<file path="src/rtl/casc_cnt_pkg.sv">
package casc_cnt_pkg;
  typedef enum logic {
    DIR_UP   = 1'b0,
    DIR_DOWN = 1'b1
  } cnt_dir_e;

  localparam int DIGIT_BITS = 4;
endpackage

</file>
<file path="src/rtl/casc_rst_sync.sv">
module casc_rst_sync #(
  parameter int STAGES = 2
) (
  input  logic clk,
  input  logic rst_n,
  output logic rst_sync_n
);
  logic [STAGES-1:0] sync_q;
  logic [STAGES-1:0] sync_d;

  always_comb begin
    sync_d = {sync_q[STAGES-2:0], 1'b1};
  end

  always_ff @(posedge clk or negedge rst_n) begin
    if (!rst_n) begin
      sync_q <= '0;
    end else begin
      sync_q <= sync_d;
    end
  end

  assign rst_sync_n = sync_q[STAGES-1];
endmodule

</file>
<file path="src/rtl/casc_digit.sv">
module casc_digit
  import casc_cnt_pkg::*;
#(
  parameter int DIGIT_W = DIGIT_BITS
) (
  input  logic               clk,
  input  logic               rst_n,
  input  logic               load_i,
  input  logic [DIGIT_W-1:0] load_val_i,
  input  logic               step_en_i,
  input  cnt_dir_e           dir_i,
  output logic [DIGIT_W-1:0] val_o,
  output logic               tc_o
);
  localparam logic [DIGIT_W-1:0] DIG_MAX = {DIGIT_W{1'b1}};
  localparam logic [DIGIT_W-1:0] DIG_ONE = {{(DIGIT_W-1){1'b0}}, 1'b1};

  logic [DIGIT_W-1:0] val_q;
  logic [DIGIT_W-1:0] val_d;
  logic               val_we;

  // Next-state logic: load wins over stepping.
  always_comb begin
    val_we = load_i | step_en_i;
    val_d  = val_q;
    if (load_i) begin
      val_d = load_val_i;
    end else if (step_en_i) begin
      if (dir_i == DIR_DOWN) begin
        val_d = val_q - DIG_ONE;
      end else begin
        val_d = val_q + DIG_ONE;
      end
    end
  end

  always_ff @(posedge clk or negedge rst_n) begin
    if (!rst_n) begin
      val_q <= '0;
    end else if (val_we) begin
      val_q <= val_d;
    end
  end

  // Terminal flag depends on value and direction only, never on the enable.
  always_comb begin
    if (dir_i == DIR_DOWN) begin
      tc_o = (val_q == '0);
    end else begin
      tc_o = (val_q == DIG_MAX);
    end
  end

  assign val_o = val_q;

  assert_load_R2: assert property (@(posedge clk) disable iff (!rst_n)
    load_i |=> (val_o == $past(load_val_i)));

  assert_idle_R5: assert property (@(posedge clk) disable iff (!rst_n)
    (!load_i && !step_en_i) |=> $stable(val_o));

  assert_step_up_R3: assert property (@(posedge clk) disable iff (!rst_n)
    (!load_i && step_en_i && dir_i == DIR_UP) |=> (val_o == $past(val_o) + DIG_ONE));

  assert_step_down_R4: assert property (@(posedge clk) disable iff (!rst_n)
    (!load_i && step_en_i && dir_i == DIR_DOWN) |=> (val_o == $past(val_o) - DIG_ONE));
endmodule

</file>
<file path="src/rtl/casc_carry_chain.sv">
module casc_carry_chain #(
  parameter int NUM_STAGES = 4
) (
  input  logic                  clk,
  input  logic                  rst_n,
  input  logic                  run_i,
  input  logic [NUM_STAGES-1:0] tc_i,
  output logic [NUM_STAGES-1:0] step_en_o,
  output logic                  tc_all_o
);
  // prefix[i] is the AND of run_i and the terminal flags of all digits below i.
  logic [NUM_STAGES:0] prefix;

  assign prefix[0] = run_i;

  for (genvar gi = 0; gi < NUM_STAGES; gi++) begin : g_link
    assign step_en_o[gi]  = prefix[gi];
    assign prefix[gi + 1] = prefix[gi] & tc_i[gi];
  end

  assign tc_all_o = &tc_i;

  for (genvar gj = 1; gj < NUM_STAGES; gj++) begin : g_chk
    // a higher digit is never enabled unless the digit below it is enabled and terminal.
    assert_carry_order_R9: assert property (@(posedge clk) disable iff (!rst_n)
      step_en_o[gj] |-> (step_en_o[gj-1] && tc_i[gj-1]));
  end
endmodule

</file>
<file path="src/rtl/casc_updown_counter.sv">
module casc_updown_counter
  import casc_cnt_pkg::*;
#(
  parameter int NUM_STAGES = 4,
  parameter int SYNC_DEPTH = 2
) (
  input  logic                             clk,
  input  logic                             rst_n,
  input  logic                             load_n,
  input  logic [DIGIT_BITS*NUM_STAGES-1:0] load_value,
  input  logic                             count_en_n,
  input  logic                             dir_down,
  output logic [DIGIT_BITS*NUM_STAGES-1:0] count_q,
  output logic                             term_all
);
  localparam int CNT_W = DIGIT_BITS * NUM_STAGES;
  localparam logic [CNT_W-1:0] CNT_MAX = {CNT_W{1'b1}};
  localparam logic [CNT_W-1:0] CNT_ONE = {{(CNT_W-1){1'b0}}, 1'b1};

  logic                  rst_int_n;
  logic [NUM_STAGES-1:0] tc_vec;
  logic [NUM_STAGES-1:0] en_vec;
  logic                  run;
  logic                  load;
  cnt_dir_e              dir;

  assign run  = ~count_en_n;
  assign load = ~load_n;
  assign dir  = dir_down ? DIR_DOWN : DIR_UP;

  casc_rst_sync #(.STAGES(SYNC_DEPTH)) u_rst (
    .clk        (clk),
    .rst_n      (rst_n),
    .rst_sync_n (rst_int_n)
  );

  casc_carry_chain #(.NUM_STAGES(NUM_STAGES)) u_chain (
    .clk       (clk),
    .rst_n     (rst_int_n),
    .run_i     (run),
    .tc_i      (tc_vec),
    .step_en_o (en_vec),
    .tc_all_o  (term_all)
  );

  for (genvar gs = 0; gs < NUM_STAGES; gs++) begin : g_digit
    casc_digit #(.DIGIT_W(DIGIT_BITS)) u_digit (
      .clk        (clk),
      .rst_n      (rst_int_n),
      .load_i     (load),
      .load_val_i (load_value[gs*DIGIT_BITS +: DIGIT_BITS]),
      .step_en_i  (en_vec[gs]),
      .dir_i      (dir),
      .val_o      (count_q[gs*DIGIT_BITS +: DIGIT_BITS]),
      .tc_o       (tc_vec[gs])
    );
  end

  assert_term_R8: assert property (@(posedge clk) disable iff (!rst_int_n)
    term_all |-> (dir_down ? (count_q == '0) : (count_q == CNT_MAX)));

  assert_global_hold_R5: assert property (@(posedge clk) disable iff (!rst_int_n)
    (load_n && count_en_n) |=> $stable(count_q));

  assert_full_up_R3: assert property (@(posedge clk) disable iff (!rst_int_n)
    (load_n && !count_en_n && !dir_down) |=> (count_q == $past(count_q) + CNT_ONE));

  assert_full_down_R4: assert property (@(posedge clk) disable iff (!rst_int_n)
    (load_n && !count_en_n && dir_down) |=> (count_q == $past(count_q) - CNT_ONE));

  assert_wrap_up_R6: assert property (@(posedge clk) disable iff (!rst_int_n)
    (load_n && !count_en_n && !dir_down && count_q == CNT_MAX) |=> (count_q == '0));

  assert_wrap_down_R7: assert property (@(posedge clk) disable iff (!rst_int_n)
    (load_n && !count_en_n && dir_down && count_q == '0) |=> (count_q == CNT_MAX));

  assert_reset_R1: assert property (@(posedge clk)
    !rst_int_n |-> (count_q == '0));
endmodule

</file>
<file path="config.mk">
export PLATFORM = sky130hd
export DESIGN_NAME = casc_updown_counter
export DESIGN_NICKNAME = d
export VERILOG_FILES = /design/src/rtl/casc_cnt_pkg.sv /design/src/rtl/casc_rst_sync.sv /design/src/rtl/casc_digit.sv /design/src/rtl/casc_carry_chain.sv /design/src/rtl/casc_updown_counter.sv
export SDC_FILE = /design/constraint.sdc
export NUM_CORES = 1
export LEC_CHECK = 0
export ABC_CLOCK_PERIOD_IN_PS = 1440
export BUFFER_PORTS_ARGS = -buffer_cell sky130_fd_sc_hd__buf_4
export CORE_UTILIZATION = 51
export CTS_CLUSTER_DIAMETER = 30
export CTS_CLUSTER_SIZE = 12
export DETAILED_ROUTE_END_ITERATION = 10
export GPL_ROUTABILITY_DRIVEN = 0
export PLACE_DENSITY = 0.79
export SYNTH_ARGS = -nofsm -noshare
export SYNTH_HDL_FRONTEND = slang
export SYNTH_SLANG_ARGS = --single-unit
export TNS_END_PERCENT = 10
</file>
<file path="constraint.sdc">
create_clock -name clk -period 1.44 [get_ports clk]
set_clock_uncertainty 0.15 [all_clocks]
set_input_delay 0 -clock clk [delete_from_list [all_inputs] [get_ports clk]]
set_output_delay 0 -clock clk [all_outputs]
set_load 0.01 [all_outputs]
</file>
* After elaboration in Yosys (flattened, before gate mapping) *
Index checks and enable logic that the tools add are counted.

storage, ports and cells
  register bits after elaboration = 18
  bits in latches = 0
  bits in writable memories = 0
  ROM bits = 0
  input port bits = 21
  memories kept = 0

operators by class
  add/sub/neg operators = 8
  $mul = 0
  div/mod/pow operators = 0
  $lt $le $gt $ge = 0
  equality and inequality tests = 8
  shift operators = 0
  multiplexer cells = 17
  bitwise gates (word level) = 9
  reductions and logical operators = 9

operators by type and width
  operator                                           number
  2-to-1 mux 4 bit                                   12
  adder 4 x 1 -> 4 bit (second input constant)       4
  == test 4 bit (second input constant)              4
  zero test 4 bit                                    4
  subtractor 4 x 1 -> 4 bit (second input constant)  4
  AND reduction 2 bit                                4
  != test 2 x 1 -> 1 bit (second input constant)     3
  2-to-1 mux 1 bit                                   5
  bitwise OR 1 bit                                   4
  AND reduction 4 bit                                1
  bitwise AND 1 bit                                  3
  != test 2 bit (second input constant)              1
  NOT 1 bit                                          2

* Logic depth before layout (Yosys ltp) *
Gate-level depths: netlist of the first run.

  depth in word-level cells = 7
  depth in mapped cells = 7

* Modules after synthesis *
A second synthesis of the first run with hierarchy kept.

second synthesis, totals
  cells, all modules = 164
  area total of the unflattened synthesis = 1507.7 um^2

modules (own cells, without submodules)
  module                                instances  cells each  area an instance (um^2)  sequential area each (um^2)
  casc_digit at g_digit[1].u_digit ...  2          38          352.8                    100.1
  casc_digit at g_digit[0].u_digit ...  2          39          350.3                    100.1
  casc_rst_sync                         1          3           53.8                     50.0
  casc_carry_chain                      1          5           40.0                     0.0
  casc_updown_counter                   1          2           7.5                      0.0

* Worst setup path before layout of the first run *
No wires, ideal clock.

  path type = register to register
  from = register g_digit[1].u_digit.val_q[1]
  to = register g_digit[3].u_digit.val_q[1]
  arrival time = 1.677 ns
  required time = 1.165 ns
  path slack = -0.512 ns
  cell stages (with the launch flop) = 6
  buffers on the path = 0
  cell sequence = dfrtp_1 > nor4b_4 > mux2i_2 > nor4_4 > mux2i_1 > mux2_2

between the ends
  word-level cells in the longest chain between the ends = 6

RTL lines
  what                                                                         line                                text
  start, declared                                                              casc_digit.sv:18                    logic [DIGIT_W-1:0] val_q;
  start signal, assigned                                                       casc_digit.sv:41                    val_q <= val_d;
  == test 4 bit or zero test 4 bit (tied branches)                             casc_digit.sv:50, casc_digit.sv:48
  2-to-1 mux 1 bit *                                                           casc_digit.sv:47                    if (dir_i == DIR_DOWN) begin
  bitwise AND 1 bit * (2 in series)                                            casc_carry_chain.sv:18              assign prefix[gi + 1] = prefix[gi] & tc_i[gi];
  != test 2 x 1 -> 1 bit (no source line) or bitwise OR 1 bit (tied branches)  -
  AND reduction 2 bit (no source line) *                                       -
  end signal, assigned                                                         casc_digit.sv:41
  end, declared                                                                casc_digit.sv:18

Mark *: on every way between the ends. The rest lies on a longest branch, timed or not.
A chain may end at the register's enable or synchronous reset.

* Worst setup path after layout of the first run *
  from = register g_digit[3].u_digit.val_q[1]
  to = output port term_all

between the ends
  word-level cells in the longest chain between the ends = 3

RTL lines
  what                                              line                                text
  == test 4 bit or zero test 4 bit (tied branches)  casc_digit.sv:50, casc_digit.sv:48
  2-to-1 mux 1 bit *                                casc_digit.sv:47
  AND reduction 4 bit *                             casc_carry_chain.sv:21              assign tc_all_o = &tc_i;
  end, declared                                     casc_updown_counter.sv:14           output logic term_all

Marks and branches as above.

==> results of run 1 <==
## cell families after synthesis
logic type      Yosys count  share of synthesized area, %
compound gates           30                          13.1
xor+xnor                 12                          7.86
fa+ha+maj                12                          13.5
buf+inv                  16                          4.77
flops                    18                          33.7
mux                      11                          9.17
other cells               1                         0.280
simple gates             35                          17.7
## sequential cells by signal (all words and copies together), names as in the netlist
register,count
g_digit.u_digit.val_o,16
u_rst.sync_q,2
## worst min path at each step
stage,slack (ns),endpoint,cells after the start,startpoint
floorplan,-0.45,u_rst.sync_q[0],0,rst_n
global placement,-0.37,u_rst.sync_q[1],1,rst_n
detailed placement,-0.36,u_rst.sync_q[0],1,rst_n
CTS,-0.06,g_digit[0].u_digit.val_o[1],2,load_n
global route,-0.002,g_digit[3].u_digit.val_o[3],3,load_n
finish,-0.02,g_digit[3].u_digit.val_o[3],3,load_n
## layout make-up
cell class | instances | area [um2] | area share [%]
clock buffers | 4 | 36.3 | 1.56
inverters | 11 | 41.3 | 1.78
multi-input cells | 101 | 877 | 37.8
flip-flops and latches | 18 | 455 | 19.6
well taps | 30 | 37.5 | 1.62
repair buffers | 105 | 872 | 37.6
## cells in the final DEF, fill, tap and decap left out, types with 2 or more instances in the layout
| master | count |
|---|---|
| mux2i_1 | 5 |
| nor2_1 | 13 |
| nand3_1 | 2 |
| dfrtp_2 | 4 |
| a21oi_1 | 14 |
| dfrtp_1 | 14 |
| clkbuf_4 | 3 |
| mux2i_4 | 2 |
| inv_1 | 11 |
| ha_1 | 8 |
| fa_1 | 4 |
| xor2_1 | 2 |
| a21oi_2 | 2 |
| mux2_2 | 4 |
| nor4_1 | 2 |
| nor2_2 | 2 |
| buf_4 | 72 |
| a31oi_1 | 3 |
| a21o_1 | 5 |
| xnor2_1 | 9 |
| or3_1 | 2 |
| and4b_1 | 3 |
| nor4b_1 | 2 |
| dlygate4sd3_1 | 32 |
| nor4b_4 | 2 |
| o21ai_0 | 3 |
## metal layers
metal | track usage [%] | up-vias
met5 | 0 | -
met4 | 23.2 | 0
met3 | 6.90 | 58
met2 | 64.0 | 162
met1 | 36.5 | 792
li1 | - | 679
## power groups by stage
stage / sequential (mW) / clock (mW) / combinational, mW
2_1_floorplan: 0.670 / 0 / 0.303
3_3_place_gp: 0.623 / 0 / 0.655
3_5_place_dp: 0.630 / 0 / 0.686
4_1_cts: 0.621 / 0.336 / 0.785
5_1_grt: 0.638 / 0.361 / 0.975
6_report: 0.633 / 0.349 / 0.931
## timing repair
item                                    in CTS  in global routing
endpoints found under the setup margin      16                 16
hold buffers                                30                  2
pin swaps                                    7                  7
endpoints found under the hold margin       18                  7
setup buffers                                5                  0
resized for setup                            5                  8
## worst max-delay path, delay by kind of cell (launching register included)
kind / cells / cell delay (ns)
compound gates: 1 / 0.11
buf+inv: 2 / 0.37
flops: 1 / 0.43
simple gates: 3 / 0.92
==> impl_results.html, run 1 <==
<table>
<tr><th>Metric</th><th>Value</th></tr>
<tr><th colspan="2">Placed design</th></tr>
<tr><td>Port Buffers</td><td>37</td></tr>
<tr><td>Post-Place Setup Slack</td><td>-0.643 ns</td></tr>
<tr><td>Cell Area, Placed</td><td>roughly 1900 um2</td></tr>
<tr><td>Placed cell count</td><td>228</td></tr>
<tr><td>Hpwl dp</td><td>2.62 mm</td></tr>
<tr><th colspan="2">STA</th></tr>
<tr><td>Number of hold violations in the final report</td><td>1</td></tr>
<tr><td>RSZ-0062 raised after global routing</td><td>true</td></tr>
<tr><td>Setup total negative slack</td><td>-9.14 ns</td></tr>
<tr><td>Transition time of the tightest slew-check pin</td><td>around 0.54 ns</td></tr>
<tr><td>Worst-case setup margin in the final layout</td><td>-0.844 ns</td></tr>
<tr><td>Hold WS</td><td>-0.0177 ns</td></tr>
<tr><td>Max-slew violations</td><td>0</td></tr>
<tr><td>Worst slew slack as a fraction of its limit</td><td>between 60% and 70%</td></tr>
<tr><td>Peak clock frequency supported by timing</td><td>roughly 440 MHz</td></tr>
<tr><td>Share of the clock period used by the worst path after layout</td><td>159%</td></tr>
<tr><td>Fin crit period</td><td>between 2 and 2.5 ns</td></tr>
<tr><td>Final setup violation count</td><td>16</td></tr>
<tr><th colspan="2">Hold path</th></tr>
<tr><td>Class of the tightest hold or removal check</td><td>primary input to flip-flop</td></tr>
<tr><th colspan="2">Cells and area</th></tr>
<tr><td>Relative area change from synthesis to final layout</td><td>73.4%</td></tr>
<tr><td>Ant. Diodes</td><td>0</td></tr>
<tr><td>Ratio of cells with drive above 1 in the final layout</td><td>about two fifths</td></tr>
<tr><td>Nets@finish</td><td>around 270</td></tr>
<tr><td>Final standard cell count with taps included and fillers excluded</td><td>about 270</td></tr>
<tr><td>Final-layout fill cell count</td><td>78</td></tr>
<tr><td>Final Core Density</td><td>93.6%</td></tr>
<tr><td>Fin area</td><td>~2300 um2</td></tr>
<tr><th colspan="2">Setup path</th></tr>
<tr><td>Cell chain of the critical path</td><td>buf_4 &gt; nor2_1 &gt; nor4b_1 &gt; a21oi_1 &gt; nor4_1 &gt; buf_4</td></tr>
<tr><td>Register-to-register setup slack</td><td>-0.69 ns</td></tr>
<tr><td>Data arrival time of the worst path</td><td>around 2.1 ns</td></tr>
<tr><td>Cell occurring most often along the worst timing path</td><td>buf_4</td></tr>
<tr><td>Launch point of the worst path</td><td>g_digit[3].u_digit.val_o[1]</td></tr>
<tr><td>Worst r2r path cells</td><td>6</td></tr>
<tr><td>Startpoint of the most critical register-to-register path</td><td>g_digit[1].u_digit.val_o[0]</td></tr>
<tr><td>Required time of the critical path</td><td>between 1 and 1.5 ns</td></tr>
<tr><td>Kind of critical path</td><td>flip-flop to output port</td></tr>
<tr><td>Highest cell delay on the worst timing path</td><td>between 0.4 and 0.5 ns</td></tr>
<tr><td>Crit. End Element</td><td>output port</td></tr>
<tr><td>Element type at the critical path start</td><td>flip-flop</td></tr>
<tr><td>Worst R2R End</td><td>g_digit[3].u_digit.val_o[0]</td></tr>
<tr><td>Cell with the largest stage delay on the worst path</td><td>dfrtp_1</td></tr>
<tr><td>Crit path to</td><td>term_all</td></tr>
<tr><td>Peak fanout along the critical path</td><td>3</td></tr>
<tr><th colspan="2">Drt</th></tr>
<tr><td>Routed length on met1</td><td>~2.1 mm</td></tr>
<tr><td>Wire length reported by the detailed router</td><td>approximately 6.3 mm</td></tr>
<tr><td>Vias after detailed routing</td><td>between 1500 and 2000</td></tr>
<tr><td>Count of unresolved DRC violations after routing</td><td>0</td></tr>
<tr><td>Detailed-route vias per instance</td><td>between 6 and 7</td></tr>
<tr><td>Count of routing violations after the opening detailed-route iteration</td><td>around 120</td></tr>
<tr><td>Length of routed met3 wiring</td><td>between 600 and 700 um</td></tr>
<tr><td>Max layer used</td><td>met4</td></tr>
<tr><td>Number of detailed-route iterations in the first pass</td><td>5</td></tr>
<tr><td>Routed wirelength normalized by instance count</td><td>23.5 um</td></tr>
<tr><td>Detail Route Antenna Nets</td><td>0</td></tr>
<tr><td>Detailed-routed wire length on met2</td><td>roughly 3.2 mm</td></tr>
<tr><th colspan="2">Logic synthesis</th></tr>
<tr><td>Main area contributors after synthesis</td><td>dfrtp_1 (34%), ha_1 (7.5%), xnor2_1 (6.5%)</td></tr>
<tr><td>Seq/Total Area, Yosys</td><td>33.7%</td></tr>
<tr><td>Post-synth EDFFs</td><td>0</td></tr>
<tr><td>Per-instance average area after synthesis</td><td>approximately 10 um2</td></tr>
<tr><td>Async S/R FF share, synth</td><td>between 90% and 100%</td></tr>
<tr><td>Number of distinct library cell variants in the gate-level netlist after synthesis</td><td>34</td></tr>
<tr><td>Count of mapped cells out of synthesis</td><td>~140</td></tr>
<tr><td>Cell area after technology mapping</td><td>around 1300 um2</td></tr>
<tr><td>Commonest cells in the synthesized netlist</td><td>dfrtp_1 (18), a21oi_1 (16), nor2_1 (15)</td></tr>
<tr><td>Yosys top cell by area</td><td>dfrtp_1</td></tr>
<tr><td>Prevailing post-synth register cell</td><td>dfrtp_1</td></tr>
<tr><td>Number of synthesis warnings</td><td>0</td></tr>
<tr><td>Top cell type's share of synthesized area</td><td>33.7%</td></tr>
<tr><td>Flip-flop and latch count after synthesis</td><td>18</td></tr>
<tr><td>Total nets after synthesis</td><td>about 170</td></tr>
<tr><td>Top-count cell post-synth</td><td>dfrtp_1</td></tr>
<tr><th colspan="2">Floorplanning</th></tr>
<tr><td>Die X</td><td>53.2 um</td></tr>
<tr><td>Number of placement rows</td><td>18</td></tr>
<tr><td>Core ar.</td><td>2480 um2</td></tr>
<tr><td>Die outline height</td><td>about 53 um</td></tr>
<tr><td>DIE AREA</td><td>around 2800 um2</td></tr>
<tr><td>Starting Density</td><td>between 50% and 60%</td></tr>
<tr><td>I/O pin count</td><td>38</td></tr>
<tr><th colspan="2">Power</th></tr>
<tr><td>Part of the total power dissipated in combinational logic</td><td>around 49%</td></tr>
<tr><td>Total power divided by cell area</td><td>approximately 820 nW/um2</td></tr>
<tr><td>Flop pwr share</td><td>approximately a third</td></tr>
<tr><td>Lkg Pwr</td><td>1.10 nW</td></tr>
<tr><td>Switching fraction of total power</td><td>between 30% and 40%</td></tr>
<tr><td>Switching power</td><td>roughly 0.71 mW</td></tr>
<tr><td>Max IR drop VDD</td><td>between 0.9 and 1 mV</td></tr>
<tr><td>Internal power</td><td>around 1.2 mW</td></tr>
<tr><td>Fraction of power consumed by the clock network</td><td>18.3%</td></tr>
<tr><td>Post-route total power</td><td>between 1.5 and 2 mW</td></tr>
<tr><th colspan="2">Clock network</th></tr>
<tr><td>TritonCTS clock tree</td><td>done</td></tr>
<tr><td>Max Buffers Root-to-Sink</td><td>2</td></tr>
<tr><td>Clock buffer count from CTS</td><td>3</td></tr>
<tr><td>Clock root buffer</td><td>clkbuf_4</td></tr>
<tr><td>Clock edge transition at the registers on the reported setup and hold paths</td><td>roughly 0.12 ns</td></tr>
<tr><td>Number of sinks handled by clock tree synthesis</td><td>18</td></tr>
<tr><td>Skew-Pair Late Insertion Delay</td><td>approximately 0.31 ns</td></tr>
<tr><td>H-Tree Depth</td><td>1</td></tr>
<tr><th colspan="2">Flow run</th></tr>
<tr><td>Number of maximum-capacitance constraint violations</td><td>0</td></tr>
<tr><th colspan="2">Global routing</th></tr>
<tr><td>First-pass GRT wire length</td><td>between 6 and 7 mm</td></tr>
<tr><td>Grt total ovfl</td><td>0</td></tr>
<tr><td>Via count of the first global-routing pass</td><td>between 1500 and 2000</td></tr>
<tr><td>Largest net degree at the start of global routing</td><td>31</td></tr>
<tr><td>Antenna violations before repair</td><td>0</td></tr>
<tr><td>Total routing resource utilization after global routing</td><td>35.5%</td></tr>
<tr><th colspan="2">Status</th></tr>
<tr><td>Failing checks</td><td>hold timing, setup timing</td></tr>
<tr><td>Status</td><td>finished, violations left</td></tr>
</table>
No activity file was read; power rests on OpenSTA's default activity.
==> run 2, diff against run 1 <==
Settings changed: SETUP_SLACK_MARGIN set to 0.5.
==> impl_results.html, run 2 (synthesized netlist as in run 1, its figures left out) <==
<table>
<tr><th>Metric</th><th>Value</th></tr>
<tr><th colspan="2">Drt</th></tr>
<tr><td>Detail Route Antenna Nets</td><td>0</td></tr>
<tr><td>Routed wirelength normalized by instance count</td><td>around 19 um</td></tr>
<tr><td>Vias after detailed routing</td><td>1504</td></tr>
<tr><td>Number of detailed-route iterations in the first pass</td><td>4</td></tr>
<tr><td>Wire length reported by the detailed router</td><td>4.83 mm</td></tr>
<tr><td>Detailed-route vias per instance</td><td>5.85</td></tr>
<tr><td>Count of unresolved DRC violations after routing</td><td>0</td></tr>
<tr><td>Count of routing violations after the opening detailed-route iteration</td><td>42</td></tr>
<tr><th colspan="2">Global routing</th></tr>
<tr><td>Largest net degree at the start of global routing</td><td>31</td></tr>
<tr><td>Total routing resource utilization after global routing</td><td>a little under a third</td></tr>
<tr><td>Antenna violations before repair</td><td>0</td></tr>
<tr><td>Grt total ovfl</td><td>0</td></tr>
<tr><td>Via count of the first global-routing pass</td><td>1404</td></tr>
<tr><td>First-pass GRT wire length</td><td>~6.2 mm</td></tr>
<tr><th colspan="2">STA</th></tr>
<tr><td>Max-slew violations</td><td>0</td></tr>
<tr><td>Peak clock frequency supported by timing</td><td>approximately 470 MHz</td></tr>
<tr><td>Share of the clock period used by the worst path after layout</td><td>147%</td></tr>
<tr><td>RSZ-0062 raised after global routing</td><td>true</td></tr>
<tr><td>Worst-case setup margin in the final layout</td><td>-0.678 ns</td></tr>
<tr><td>Hold WS</td><td>-0.0631 ns</td></tr>
<tr><td>Setup total negative slack</td><td>-7.64 ns</td></tr>
<tr><td>Fin crit period</td><td>between 2 and 2.5 ns</td></tr>
<tr><td>Final setup violation count</td><td>16</td></tr>
<tr><td>Number of hold violations in the final report</td><td>11</td></tr>
<tr><th colspan="2">Clock network</th></tr>
<tr><td>Skew-Pair Late Insertion Delay</td><td>0.32 ns</td></tr>
<tr><td>H-Tree Depth</td><td>1</td></tr>
<tr><td>TritonCTS clock tree</td><td>done</td></tr>
<tr><td>Max Buffers Root-to-Sink</td><td>2</td></tr>
<tr><td>Clock edge transition at the registers on the reported setup and hold paths</td><td>approximately 0.12 ns</td></tr>
<tr><td>Number of hold buffers added after CTS</td><td>17</td></tr>
<tr><td>Number of sinks handled by clock tree synthesis</td><td>18</td></tr>
<tr><td>Clock root buffer</td><td>clkbuf_4</td></tr>
<tr><td>Clock buffer count from CTS</td><td>3</td></tr>
<tr><th colspan="2">Floorplanning</th></tr>
<tr><td>Die X</td><td>approximately 53 um</td></tr>
<tr><td>DIE AREA</td><td>2830 um2</td></tr>
<tr><td>Number of placement rows</td><td>18</td></tr>
<tr><td>Die outline height</td><td>approximately 53 um</td></tr>
<tr><td>Core ar.</td><td>between 2000 and 2500 um2</td></tr>
<tr><td>I/O pin count</td><td>38</td></tr>
<tr><td>Starting Density</td><td>between 50% and 60%</td></tr>
<tr><th colspan="2">Status</th></tr>
<tr><td>Failing checks</td><td>hold timing, setup timing</td></tr>
<tr><td>Status</td><td>finished, violations left</td></tr>
<tr><th colspan="2">Placed design</th></tr>
<tr><td>Placed cell count</td><td>228</td></tr>
<tr><td>Cell Area, Placed</td><td>between 1500 and 2000 um2</td></tr>
<tr><td>Port Buffers</td><td>37</td></tr>
<tr><td>Hpwl dp</td><td>around 2.6 mm</td></tr>
<tr><th colspan="2">Power</th></tr>
<tr><td>Lkg Pwr</td><td>1.07 nW</td></tr>
<tr><td>Max IR drop VDD</td><td>between 0.7 and 0.8 mV</td></tr>
<tr><td>Post-route total power</td><td>roughly 1.9 mW</td></tr>
<tr><td>Total power divided by cell area</td><td>between 800 and 900 nW/um2</td></tr>
<tr><th colspan="2">Hold path</th></tr>
<tr><td>Hold Crit Start</td><td>load_n</td></tr>
<tr><td>Class of the tightest hold or removal check</td><td>primary input to flip-flop</td></tr>
<tr><th colspan="2">Setup path</th></tr>
<tr><td>Peak fanout along the critical path</td><td>4</td></tr>
<tr><td>Cell with the largest stage delay on the worst path</td><td>dfrtp_2</td></tr>
<tr><td>Data arrival time of the worst path</td><td>2.20 ns</td></tr>
<tr><td>Highest cell delay on the worst timing path</td><td>0.45 ns</td></tr>
<tr><td>Startpoint of the most critical register-to-register path</td><td>g_digit[1].u_digit.val_o[0]</td></tr>
<tr><td>Required time of the critical path</td><td>1.52 ns</td></tr>
<tr><td>Cell occurring most often along the worst timing path</td><td>buf_4</td></tr>
<tr><td>Kind of critical path</td><td>flip-flop to flip-flop</td></tr>
<tr><td>Element type at the critical path start</td><td>flip-flop</td></tr>
<tr><td>Crit. End Element</td><td>flip-flop</td></tr>
<tr><td>Cell chain of the critical path</td><td>nor4b_4 &gt; mux2i_4 &gt; buf_4 &gt; buf_4 &gt; buf_4 &gt; nor3b_1 &gt; nand3_1 &gt; o211ai_1</td></tr>
<tr><td>Launch point of the worst path</td><td>g_digit[1].u_digit.val_o[0]</td></tr>
<tr><th colspan="2">Cells and area</th></tr>
<tr><td>Ant. Diodes</td><td>0</td></tr>
<tr><td>Ratio of cells with drive above 1 in the final layout</td><td>between 40% and 50%</td></tr>
<tr><td>Nets@finish</td><td>about 260</td></tr>
<tr><td>Most common cell after layout, fill and taps aside</td><td>buf_4</td></tr>
<tr><td>Final standard cell count with taps included and fillers excluded</td><td>257</td></tr>
<tr><td>Number of flip-flops under the largest register name</td><td>16</td></tr>
<tr><td>Fin area</td><td>~2300 um2</td></tr>
<tr><td>Relative area change from synthesis to final layout</td><td>70.9%</td></tr>
<tr><td>Highest-count cells in the layout ignoring fill and taps</td><td>buf_4 (51), buf_6 (25), dlygate4sd3_1 (17)</td></tr>
<tr><th colspan="2">Flow run</th></tr>
<tr><td>Number of maximum-capacitance constraint violations</td><td>0</td></tr>
</table>
==> run 2: changes by cell type in the layout (fill, tap and decap cells not counted), sizes merged <==
cell,previous run,this run
buf,73,76
dlygate4sd3,32,17
==> run 2: cell type report <==
cell class | instances | area [um2]
Clock buffer | 4 | 36.3
Sequential cell | 18 | 455
Fill cell | 90 | 191
Multi-Input combinational cell | 101 | 881
Inverter | 11 | 41.3
Tap cell | 30 | 37.5
Timing Repair Buffer | 93 | 835
==> run 2: power by group <==
part	internal, mW	switching, mW	leakage [nW]
combinational	0.497	0.402	0.846
clock	0.155	0.184	0.0210
sequential	0.563	0.0734	0.200
total	1.22	0.658	1.07
==> run 2: worst paths after layout <==
path | endpoint | cells after the start | slack (ns)
max in group asynchronous | u_rst.sync_q[0] | 3 | 0.65
worst min-delay path | g_digit[1].u_digit.val_o[3] | 2 | -0.06
worst max register to register | g_digit[2].u_digit.val_o[3] | 8 | -0.68
min in group asynchronous | g_digit[0].u_digit.val_o[1] | 1 | 0.05
worst min register to register | g_digit[0].u_digit.val_o[1] | 1 | 0.05
worst max-delay path | g_digit[2].u_digit.val_o[3] | 8 | -0.68
==> run 2: repair_timing <==
item | in CTS | in global routing
resized for setup | 26 | 13
hold endpoints to repair | 18 | 9
pin swaps | 7 | 3
setup buffers | 5 | 3
endpoints found under the setup margin | 33 | 33
==> run 2: critical path, delay by kind of cell (launching register included) <==
family | cells | cell delay [ns]
DFF | 1 | 0.45
muxes | 1 | 0.16
AOI/OAI and AO/OA | 1 | 0.10
buffers and inverters | 3 | 0.41
and+or+nand+nor | 3 | 0.76
==> run 2: per-stage QoR <==
stage | setup slack [ns] | hold slack (ns) | utilization (%)
3_5_place_dp | -0.643 | -0.364 | 75.3
2_1_floorplan | -0.509 | -0.446 | -
4_1_cts | -0.586 | -0.0620 | 89.5
5_1_grt | -0.686 | -0.0453 | 92.3
6_report | -0.678 | -0.0631 | 92.3
3_3_place_gp | -0.485 | -0.368 | 75.3
==> run 2: routing by layer <==
layer	vias to the layer above	wire (um)	global-route usage (%)	part of all wire (%)
met5	-	0	0	0
met4	0	262	11.8	5.4
met3	32	294	4.31	6.1
met2	89	2530	57.1	52
met1	718	1740	35.9	36
li1	665	-	-	-
==> run 3, diff against run 2 <==
Settings changed: CORE_UTILIZATION 51 to 53, PLACE_DENSITY 0.79 to not set, PLACE_DENSITY_LB_ADDON set to 0.3, SYNTH_HIERARCHICAL set to 1.
==> impl_results.html, run 3 <==
<table>
<tr><th>Metric</th><th>Value</th></tr>
<tr><th colspan="2">Status</th></tr>
<tr><td>Status</td><td>finished, violations left</td></tr>
<tr><td>Failing checks</td><td>setup timing</td></tr>
<tr><th colspan="2">Cells and area</th></tr>
<tr><td>Number of flip-flops under the largest register name</td><td>16</td></tr>
<tr><td>Most common cell after layout, fill and taps aside</td><td>buf_4</td></tr>
<tr><td>Relative area change from synthesis to final layout</td><td>63.4%</td></tr>
<tr><td>Ant. Diodes</td><td>0</td></tr>
<tr><td>Ratio of cells with drive above 1 in the final layout</td><td>between 40% and 50%</td></tr>
<tr><td>Final-layout fill cell count</td><td>72</td></tr>
<tr><td>Highest-count cells in the layout ignoring fill and taps</td><td>buf_4 (50), buf_6 (27), nand2_1 (18), dlygate4sd3_1 (18), dfrtp_1 (15)</td></tr>
<tr><td>Nets@finish</td><td>between 200 and 300</td></tr>
<tr><th colspan="2">Clock network</th></tr>
<tr><td>Max Buffers Root-to-Sink</td><td>2</td></tr>
<tr><td>Clock buffer count from CTS</td><td>3</td></tr>
<tr><td>H-Tree Depth</td><td>1</td></tr>
<tr><td>TritonCTS clock tree</td><td>done</td></tr>
<tr><td>Skew-Pair Late Insertion Delay</td><td>between 0.3 and 0.4 ns</td></tr>
<tr><td>Clock edge transition at the registers on the reported setup and hold paths</td><td>around 0.13 ns</td></tr>
<tr><td>Number of sinks handled by clock tree synthesis</td><td>18</td></tr>
<tr><td>Clock root buffer</td><td>clkbuf_4</td></tr>
<tr><th colspan="2">Global routing</th></tr>
<tr><td>Grt total ovfl</td><td>0</td></tr>
<tr><td>Largest net degree at the start of global routing</td><td>38</td></tr>
<tr><td>Antenna violations before repair</td><td>0</td></tr>
<tr><td>Total routing resource utilization after global routing</td><td>around two fifths</td></tr>
<tr><td>First-pass GRT wire length</td><td>~9.6 mm</td></tr>
<tr><td>Via count of the first global-routing pass</td><td>1946</td></tr>
<tr><th colspan="2">Floorplanning</th></tr>
<tr><td>Number of placement rows</td><td>18</td></tr>
<tr><td>Die outline height</td><td>55.3 um</td></tr>
<tr><td>Core ar.</td><td>2590 um2</td></tr>
<tr><td>DIE AREA</td><td>slightly above 3000 um2</td></tr>
<tr><td>Starting Density</td><td>between 50% and 60%</td></tr>
<tr><td>Die X</td><td>between 50 and 60 um</td></tr>
<tr><td>I/O pin count</td><td>38</td></tr>
<tr><th colspan="2">Drt</th></tr>
<tr><td>Wire length reported by the detailed router</td><td>6.72 mm</td></tr>
<tr><td>Number of detailed-route iterations in the first pass</td><td>5</td></tr>
<tr><td>Detail Route Antenna Nets</td><td>0</td></tr>
<tr><td>Detailed-route vias per instance</td><td>6.83</td></tr>
<tr><td>Count of routing violations after the opening detailed-route iteration</td><td>189</td></tr>
<tr><td>Count of unresolved DRC violations after routing</td><td>0</td></tr>
<tr><td>Routed wirelength normalized by instance count</td><td>between 20 and 25 um</td></tr>
<tr><td>Vias after detailed routing</td><td>1946</td></tr>
<tr><th colspan="2">STA</th></tr>
<tr><td>RSZ-0062 raised after global routing</td><td>true</td></tr>
<tr><td>Number of hold violations in the final report</td><td>0</td></tr>
<tr><td>Final setup violation count</td><td>16</td></tr>
<tr><td>Share of the clock period used by the worst path after layout</td><td>168%</td></tr>
<tr><td>Hold WS</td><td>roughly 0.029 ns</td></tr>
<tr><td>Max-slew violations</td><td>0</td></tr>
<tr><td>Setup total negative slack</td><td>-10.39 ns</td></tr>
<tr><td>Fin crit period</td><td>around 2.4 ns</td></tr>
<tr><td>Worst-case setup margin in the final layout</td><td>-0.986 ns</td></tr>
<tr><td>Peak clock frequency supported by timing</td><td>between 400 and 500 MHz</td></tr>
<tr><th colspan="2">Logic synthesis</th></tr>
<tr><td>Main area contributors after synthesis</td><td>dfrtp_1 (30%), ha_1 (6.6%), fa_1 (5.3%)</td></tr>
<tr><td>Count of mapped cells out of synthesis</td><td>about 160</td></tr>
<tr><td>Flip-flop and latch count after synthesis</td><td>18</td></tr>
<tr><td>Cell area after technology mapping</td><td>1510 um2</td></tr>
<tr><td>Number of distinct library cell variants in the gate-level netlist after synthesis</td><td>29</td></tr>
<tr><td>Per-instance average area after synthesis</td><td>between 9 and 10 um2</td></tr>
<tr><td>Async S/R FF share, synth</td><td>between 90% and 100%</td></tr>
<tr><td>Yosys top cell by area</td><td>dfrtp_1</td></tr>
<tr><td>Total nets after synthesis</td><td>a little under 200</td></tr>
<tr><td>Commonest cells in the synthesized netlist</td><td>dfrtp_1 (18), nand2_1 (18), inv_1 (14), o21ai_0 (14)</td></tr>
<tr><td>Post-synth EDFFs</td><td>0</td></tr>
<tr><td>Top cell type's share of synthesized area</td><td>approximately 30%</td></tr>
<tr><td>Prevailing post-synth register cell</td><td>dfrtp_1</td></tr>
<tr><td>Number of synthesis warnings</td><td>6</td></tr>
<tr><td>Seq/Total Area, Yosys</td><td>between 20% and 30%</td></tr>
<tr><th colspan="2">Hold path</th></tr>
<tr><td>Class of the tightest hold or removal check</td><td>primary input to flip-flop</td></tr>
<tr><th colspan="2">Power</th></tr>
<tr><td>Total power divided by cell area</td><td>roughly 810 nW/um2</td></tr>
<tr><td>Part of the total power dissipated in combinational logic</td><td>approximately half</td></tr>
<tr><td>Max IR drop VDD</td><td>0.748 mV</td></tr>
<tr><td>Fraction of power consumed by the clock network</td><td>between 10% and 20%</td></tr>
<tr><td>Switching fraction of total power</td><td>a little under two fifths</td></tr>
<tr><td>Post-route total power</td><td>1.99 mW</td></tr>
<tr><td>Flop pwr share</td><td>around 32%</td></tr>
<tr><td>Lkg Pwr</td><td>roughly 1.1 nW</td></tr>
<tr><td>Internal power</td><td>1.25 mW</td></tr>
<tr><td>Switching power</td><td>0.736 mW</td></tr>
<tr><th colspan="2">Setup path</th></tr>
<tr><td>Cell chain of the critical path</td><td>inv_1 &gt; or4_1 &gt; o21ai_2 &gt; and4_4 &gt; or4b_1 &gt; a22o_1 &gt; nand3_1</td></tr>
<tr><td>Data arrival time of the worst path</td><td>2.53 ns</td></tr>
<tr><td>Highest cell delay on the worst timing path</td><td>between 0.5 and 0.6 ns</td></tr>
<tr><td>Peak fanout along the critical path</td><td>4</td></tr>
<tr><td>CP top delay family</td><td>simple AND/OR/NAND/NOR gates</td></tr>
<tr><td>Crit. End Element</td><td>flip-flop</td></tr>
<tr><td>Kind of critical path</td><td>flip-flop to flip-flop</td></tr>
<tr><td>Combined buffer and inverter count along the critical path</td><td>1</td></tr>
<tr><td>Cell with the largest stage delay on the worst path</td><td>or4_1</td></tr>
<tr><td>Element type at the critical path start</td><td>flip-flop</td></tr>
<tr><td>Required time of the critical path</td><td>1.55 ns</td></tr>
<tr><th colspan="2">Placed design</th></tr>
<tr><td>Post-Place Setup Slack</td><td>-0.776 ns</td></tr>
<tr><td>Hpwl dp</td><td>between 2 and 3 mm</td></tr>
<tr><td>Port Buffers</td><td>37</td></tr>
<tr><th colspan="2">Flow run</th></tr>
<tr><td>Number of maximum-capacitance constraint violations</td><td>0</td></tr>
</table>
[run 3: cell types whose count changed in the layout (fill, tap and decap cells not counted), sizes merged, moves of 5 or more]
cell and delta:
a21oi -12, nand2 +17, nand3 +5, nor2 -11, o21ai +14, or4 +8
[run 3: worst min-delay path: stages]
cell and delay (ns):
buf_4 0.09, inv_1 0.06, buf_12 0.17, nand2_1 0.07
o21ai_0 0.07
[run 3: metal layers]
metal | track usage (%) | vias to the layer above | part of all wire [%]
li1 | - | 774 | -
met2 | 68.5 | 200 | 47
met3 | 4.92 | 74 | 9.4
met4 | 16.1 | 0 | 8.6
met1 | 50.6 | 898 | 35
met5 | 0 | - | 0
[run 3: worst paths after layout]
path,start,slack (ns),endpoint,cells past startpoint
max in group asynchronous,rst_n,0.55,u_rst/sync_q[1],3
max,g_digit[1].u_digit/val_o[1],-0.99,g_digit[3].u_digit/val_o[3],7
min in group asynchronous,u_rst/sync_q[1],0.08,g_digit[1].u_digit/val_o[3],1
min,load_n,0.03,g_digit[0].u_digit/val_o[0],5
min reg2reg,u_rst/sync_q[1],0.08,g_digit[1].u_digit/val_o[3],1
max reg2reg,g_digit[1].u_digit/val_o[1],-0.99,g_digit[3].u_digit/val_o[3],7
[run 3: kinds of logic (layout without fill, tap and decap cells)]
logic type,count (synthesis),count (layout),synth area share [%]
and+or+nand+nor,58,58,24.2
AOI/OAI and AO/OA,38,38,16.6
buffers and inverters,23,114,8.30
DFF,18,18,29.9
adders and majority gates,12,12,12.0
xor gates and xnor gates,8,8,4.65
muxes,6,6,4.15
other,1,1,0.249
[run 3: what timing repair did]
action / 4_1_cts / 5_1_grt
hold buffers: 18 / 0
pin swaps: 6 / 4
resized for setup: 28 / 16
endpoints found under the hold margin: 18 / 0
endpoints found under the setup margin: 33 / 33
setup buffers: 2 / 3
[run 3: metrics by stage]
stage          util [%]  instances  area, um2
2_1_floorplan         -        164       1530
3_5_place_dp       78.9        258       2040
4_1_cts            92.6        282       2400
3_3_place_gp       78.9        258       2040
5_1_grt            95.1        285       2460
6_report           95.1        285       2460
[run 3: power by group through the flow]
stage | Clock [mW] | Sequential [mW] | Combinational, mW
2_1_floorplan | 0 | 0.677 | 0.314
3_3_place_gp | 0 | 0.619 | 0.685
3_5_place_dp | 0 | 0.625 | 0.722
4_1_cts | 0.340 | 0.622 | 0.854
5_1_grt | 0.372 | 0.643 | 1.04
6_report | 0.347 | 0.641 | 1.00
[run 3: layout make-up]
type / instances / area (um2) / area share (%)
Timing Repair Buffer: 96 / 880 / 35.7
Inverter: 14 / 52.6 / 2.13
Sequential cell: 18 / 454 / 18.4
Clock buffer: 4 / 36.3 / 1.47
Multi-Input combinational cell: 123 / 1000 / 40.7
Tap cell: 30 / 37.5 / 1.52
